### src/rtl/fir_mcm_pkg.sv
`timescale 1ns/1ps
package fir_mcm_pkg;

  // Strobes from control to datapath
  typedef struct packed {
    logic clear;    // zero all partial sums this edge
    logic advance;  // load the next partial sums this edge
  } fir_ctrl_t;

  // Canonical signed-digit recoding of a constant.
  // Returns the mask of +1 digits (wantNeg = 0) or of -1 digits (wantNeg = 1).
  function automatic logic [31:0] csdMask(input int value, input bit wantNeg);
    int          rem;
    logic [31:0] mask;
    mask = '0;
    rem  = value;
    for (int i = 0; i < 31; i++) begin
      if (rem[0]) begin
        if (rem[1]) begin
          if (wantNeg) mask[i] = 1'b1;
          rem = rem + 1;
        end else begin
          if (!wantNeg) mask[i] = 1'b1;
          rem = rem - 1;
        end
      end
      rem = rem >>> 1;
    end
    return mask;
  endfunction

endpackage

### src/rtl/fir_mcm_ctrl.sv
`timescale 1ns/1ps
module fir_mcm_ctrl
  import fir_mcm_pkg::*;
(
  input  logic      rst,
  output fir_ctrl_t ctrl
);

  always_comb begin
    ctrl.clear   = rst;
    ctrl.advance = !rst;
  end

endmodule

### src/rtl/fir_mcm_products.sv
`timescale 1ns/1ps
module fir_mcm_products
  import fir_mcm_pkg::*;
#(
  parameter int NUM_TAPS = 18,
  parameter int DATA_W   = 8,
  parameter int COEF_W   = 8,
  parameter int PROD_W   = DATA_W + COEF_W,
  parameter logic [NUM_TAPS*COEF_W-1:0] COEFS = '0
) (
  input  logic signed [DATA_W-1:0]            sampleIn,
  output logic        [NUM_TAPS-1:0][PROD_W-1:0] products
);

  localparam int DIGITS = COEF_W + 1;

  // One set of shifted copies of the sample, shared by every tap
  logic signed [PROD_W-1:0] shifted [DIGITS];

  for (genvar k = 0; k < DIGITS; k++) begin : g_shift
    assign shifted[k] = PROD_W'(sampleIn) <<< k;
  end

  for (genvar t = 0; t < NUM_TAPS; t++) begin : g_tap
    localparam int          COEF_VAL = int'($signed(COEFS[t*COEF_W +: COEF_W]));
    localparam logic [31:0] POS_MASK = csdMask(COEF_VAL, 1'b0);
    localparam logic [31:0] NEG_MASK = csdMask(COEF_VAL, 1'b1);

    logic signed [PROD_W-1:0] acc;

    // Modular sum; the final value always fits PROD_W bits
    always_comb begin
      acc = '0;
      for (int k = 0; k < DIGITS; k++) begin
        if (POS_MASK[k]) acc = acc + shifted[k];
        if (NEG_MASK[k]) acc = acc - shifted[k];
      end
    end

    assign products[t] = acc;
  end

endmodule

### src/rtl/fir_mcm_chain.sv
`timescale 1ns/1ps
module fir_mcm_chain
  import fir_mcm_pkg::*;
#(
  parameter int NUM_TAPS = 18,
  parameter int PROD_W   = 16,
  parameter int OUT_W    = 33
) (
  input  logic                               clk,
  input  fir_ctrl_t                          ctrl,
  input  logic [NUM_TAPS-1:0][PROD_W-1:0]    products,
  output logic signed [OUT_W-1:0]            sumOut
);

  // partial[0] is the output register; partial[1..NUM_TAPS-1] are the delays
  logic signed [OUT_W-1:0] partial     [NUM_TAPS];
  logic signed [OUT_W-1:0] nextPartial [NUM_TAPS];

  always_comb begin
    nextPartial[NUM_TAPS-1] = OUT_W'($signed(products[NUM_TAPS-1]));
    for (int t = 0; t < NUM_TAPS - 1; t++) begin
      nextPartial[t] = OUT_W'($signed(products[t])) + partial[t+1];
    end
  end

  always_ff @(posedge clk) begin
    if (ctrl.clear) begin
      for (int t = 0; t < NUM_TAPS; t++) partial[t] <= '0;
    end else if (ctrl.advance) begin
      partial <= nextPartial;
    end
  end

  assign sumOut = partial[0];

endmodule

### src/rtl/fir_mcm_datapath.sv
`timescale 1ns/1ps
module fir_mcm_datapath
  import fir_mcm_pkg::*;
#(
  parameter int NUM_TAPS = 18,
  parameter int DATA_W   = 8,
  parameter int COEF_W   = 8,
  parameter int OUT_W    = 33,
  parameter logic [NUM_TAPS*COEF_W-1:0] COEFS = '0
) (
  input  logic                     clk,
  input  fir_ctrl_t                ctrl,
  input  logic signed [DATA_W-1:0] sampleIn,
  output logic signed [OUT_W-1:0]  filtOut
);

  localparam int PROD_W = DATA_W + COEF_W;

  logic [NUM_TAPS-1:0][PROD_W-1:0] tapProducts;

  fir_mcm_products #(
    .NUM_TAPS(NUM_TAPS), .DATA_W(DATA_W), .COEF_W(COEF_W),
    .PROD_W(PROD_W), .COEFS(COEFS)
  ) products_i (
    .sampleIn(sampleIn),
    .products(tapProducts)
  );

  fir_mcm_chain #(
    .NUM_TAPS(NUM_TAPS), .PROD_W(PROD_W), .OUT_W(OUT_W)
  ) chain_i (
    .clk     (clk),
    .ctrl    (ctrl),
    .products(tapProducts),
    .sumOut  (filtOut)
  );

endmodule

### src/rtl/fir_transposed_mcm.sv
`timescale 1ns/1ps
module fir_transposed_mcm
  import fir_mcm_pkg::*;
#(
  parameter int NUM_TAPS = 18,
  parameter int DATA_W   = 8,
  parameter int COEF_W   = 8,
  parameter int OUT_W    = 33,
  parameter logic [NUM_TAPS*COEF_W-1:0] COEFS =
    144'h05_F9_01_0C_E7_28_C0_60_80_7F_60_C0_28_E7_0C_00_F9_03
) (
  input  logic                     clk,
  input  logic                     rst,
  input  logic signed [DATA_W-1:0] sampleIn,
  output logic signed [OUT_W-1:0]  filtOut
);

  fir_ctrl_t ctrlStrobes;

  fir_mcm_ctrl ctrl_i (
    .rst (rst),
    .ctrl(ctrlStrobes)
  );

  fir_mcm_datapath #(
    .NUM_TAPS(NUM_TAPS), .DATA_W(DATA_W), .COEF_W(COEF_W),
    .OUT_W(OUT_W), .COEFS(COEFS)
  ) datapath_i (
    .clk     (clk),
    .ctrl    (ctrlStrobes),
    .sampleIn(sampleIn),
    .filtOut (filtOut)
  );

endmodule

### config.mk
export PLATFORM = sky130hd
export DESIGN_NAME = fir_transposed_mcm
export DESIGN_NICKNAME = d
export VERILOG_FILES = /design/src/rtl/fir_mcm_pkg.sv /design/src/rtl/fir_mcm_ctrl.sv /design/src/rtl/fir_mcm_products.sv /design/src/rtl/fir_mcm_chain.sv /design/src/rtl/fir_mcm_datapath.sv /design/src/rtl/fir_transposed_mcm.sv
export SDC_FILE = /design/constraint.sdc
export NUM_CORES = 2
export LEC_CHECK = 0
export BUFFER_PORTS_ARGS = -buffer_cell sky130_fd_sc_hd__buf_2
export CAP_MARGIN = 20
export CORE_MARGIN = 1.5
export CORE_UTILIZATION = 47
export CTS_BUF_LIST = sky130_fd_sc_hd__clkbuf_4
export DETAILED_ROUTE_END_ITERATION = 16
export GPL_ROUTABILITY_DRIVEN = 0
export PLACE_DENSITY = 0.74
export REMOVE_ABC_BUFFERS = 1
export SKIP_LAST_GASP = 1
export SLEW_MARGIN = 20
export SYNTH_ARGS = -nofsm -noshare
export SYNTH_HDL_FRONTEND = slang
export SYNTH_HIERARCHICAL = 1
export SYNTH_SLANG_ARGS = --single-unit
export TNS_END_PERCENT = 5
### constraint.sdc
create_clock -name clk -period 7.2 [get_ports clk]
set_clock_uncertainty 0.1 [all_clocks]
set_input_delay 0.72 -clock clk [delete_from_list [all_inputs] [get_ports clk]]
set_output_delay 0.72 -clock clk [all_outputs]
set_load 0.1 [all_outputs]
==> impl_metrics.ini <==
[cts]
cts_max_level = 4
cts.sink_count = 561
cts_buffers = 159
clk_latency_ns = 1.08
post_cts_buffers = 0
clock_path_buffers = 3
cts_root_buf = clkbuf_4
cts_resized = 0
clk_pin_slew_ns = 0.06
cts_tree = built

[setup_path]
timing.rr.end = datapath_i/chain_i/partial[158]
cpPeakStageDelay_ns = 0.57
cp.arrival_ns = 7.28
critPathLaunch = sampleIn[0]
r2r_start = datapath_i/chain_i/partial[99]
crit_type = in2reg
r2r_cells = 11
endpoint_kind = flip-flop
critPathCapture = datapath_i/chain_i/partial[163]
worstPathRequired_ns = 8.03
path_buf_inv = 4
cp-start-kind = input pin
regToRegSetupSlack_ns = 3.73
slowest_stage = a221oi_4
crit_family = compound AO/OA/AOI/OAI gates
path_depth = 25
cp_max_fo = 20
crit_path_frequent_cell = ha_1

[yosys]
async_flop_share_pct = 0
seq_area_frac_synth_pct = 23.0
ys_seq_elements = 561
syn_area_um2 = 48800
syn_inst = 6093
yosys-top-cells-area = dfxtp_1 (23%), ha_1 (14%), xnor2_1 (5.3%)
yosysTopAreaCell = dfxtp_1
synth_ff_type = dfxtp_1
synth_edf_count = 0
syn_avg_cell_area_um2 = 8.01
synth_top_cell_area_share_pct = 23.0
synthDistinctLibCells = 105
yosys_warnings = 6

[floorplan]
die_x_um = 325
ios = 43
fp.coreArea_um2 = 103000
placementRows = 118
die_h_um = 325
die_area_um2 = 106000
start_util_pct = 47.3

[finish]
drive_gt1_share_pct = 7.16
fin_nets = 6509
final_cell_mix = nor2_1 (622), ha_1 (565), dfxtp_1 (561)
final_area_um2 = 50700
syn_to_final_growth_pct = 3.86
layout_commonest_cell = nor2_1
final_core_util_pct = 49.1
fillers = 9951

[sta]
slew_violations = 0
setup_ws_ns = 0.747
period_minus_slack_ns = 6.45
fin_crit_sh_pct = 89.6
slew_headroom_pct = 18.4
finalSetupViolCount = 0
rsz0062_at_grt = no
max_freq_ghz = 0.155
tightest_slew_ns = 1.22
final-hold-violation-count = 0

[routing]
post_drt_wl_per_cell_um = 16.5
drcViolationCount = 0
viasPerCell = 5.80
drtAntennaViolNets = 0
drtPass1Iterations = 7
wl_um = 122000
num_vias = 43000
drt_iter0_markers = 2898

[grt]
antenna_found_initial = 3
grt_use_total_pct = 22.5
grt_pass1_wl_um = 201000
grt_max_degree = 115
gr-total-overflow = 0
grt_pass1_vias = 40600

[worst_hold_path]
min_from = sampleIn[1]
hp-class = in2reg
holdPathStages = 4

[placed_design]
dp_worst_setup_slack_ns = 0.266
place.detailed.hpwl_um = 89200
portBuffers = 42
placed_area_um2 = 48600

[power]
p_per_area_nw_per_um2 = 344
vdd_ir_drop_max_uv = 218
p_leak_nw = 23.6

[run_status]
status = finished clean

[run]
drv_cap = 0
[cells by family (layout without fill, tap and decap cells)]
kind of cell               after synthesis  count (layout)  share of synthesized area [%]
AOI/OAI and AO/OA                     1870            1870                           24.8
and+or+nand+nor                       1698            1698                           15.9
buffers and inverters                  652             526                           7.04
adders and majority gates              593             593                           15.6
DFF                                    561             561                           23.0
xor gates and xnor gates               483             483                           8.72
muxes                                  235             235                           4.82
other                                    1              61                        0.00768
[synthesized netlist by cell type (26+ instances only)]
cell	instances
buf_1	40
a21o_1	282
o21bai_1	63
xor2_1	184
dfxtp_1	561
o211ai_1	38
o21ai_0	416
buf_4	258
o21a_1	59
mux2i_1	233
inv_1	155
xnor2_1	297
o31ai_1	27
nor2_1	624
a21oi_1	511
fa_1	28
a211oi_1	107
nand2_1	482
ha_1	565
nor2b_1	52
nand3_1	112
nor3_1	99
a31oi_1	67
or3_1	26
nand2b_1	43
and3_1	59
clkbuf_1	192
nand4_1	76
[per-stage QoR]
step | power, mW | hold WS, ns | TNS (ns) | cells
6_report | 17.5 | 0.260 | 0 | 7407
5_1_grt | 18.9 | 0.163 | 0 | 7407
4_1_cts | 17.4 | 0.124 | 0 | 7401
3_5_place_dp | 14.2 | 0.342 | 0 | 7123
3_3_place_gp | 14.0 | 0.332 | 0 | 7123
2_1_floorplan | 12.3 | 0.329 | -5290.28 | 5651
[state kept, by name, summed over array words and instances (netlist names)]
name,cells
datapath_i/chain_i/partial,528
datapath_i/chain_i/sumOut,33
[metal layers]
layer	track usage, %	vias up	part of all wire [%]
met5	0	-	0
met4	8.92	0	3.2
met3	3.99	238	5.3
met2	37.2	1022	46
met1	29.0	20200	46
li1	-	21600	-
[worst register-to-register path: cells and delay by family (launching register included)]
| family | cells | cell delay, ns |
|---|---|---|
| XOR/XNOR | 1 | 0.08 |
| AND/OR/NAND/NOR | 1 | 0.05 |
| AO/OA/AOI/OAI | 6 | 1.96 |
| multiplexers | 1 | 0.13 |
| flip-flops | 1 | 0.34 |
| adder cells (fa/ha/maj) | 2 | 0.66 |
[final cells by class]
type	instances	area [um^2]	area share (%)
timing repair buffer	94	656	1.29
sequential	561	11200	22.1
antenna	6	15.0	0.0296
multi-input combinational	4934	34400	67.9
clock inverter	47	329	0.649
inverter	156	596	1.17
tap	1380	1730	3.41
clock buffer	229	1720	3.39
[report_power, final]
group	internal, mW	switching [mW]
Clock	1.64	1.45
Combinational	4.08	5.93
Sequential	3.89	0.478
Total	9.60	7.87
[worst min path at each step]
stage	end	slack [ns]
global route	datapath_i/chain_i/partial[1]	0.16
global placement	datapath_i/chain_i/sumOut[23]	0.33
CTS	datapath_i/chain_i/partial[1]	0.12
floorplan	datapath_i/chain_i/partial[116]	0.33
finish	datapath_i/chain_i/partial[1]	0.26
detailed placement	datapath_i/chain_i/sumOut[24]	0.34
[repair_timing]
item | in CTS | in global routing
hold buffers | 2 | 0
setup endpoints to repair | 0 | 0
endpoints found under the hold margin | 35 | 0
No activity file was read; power rests on OpenSTA's default activity.
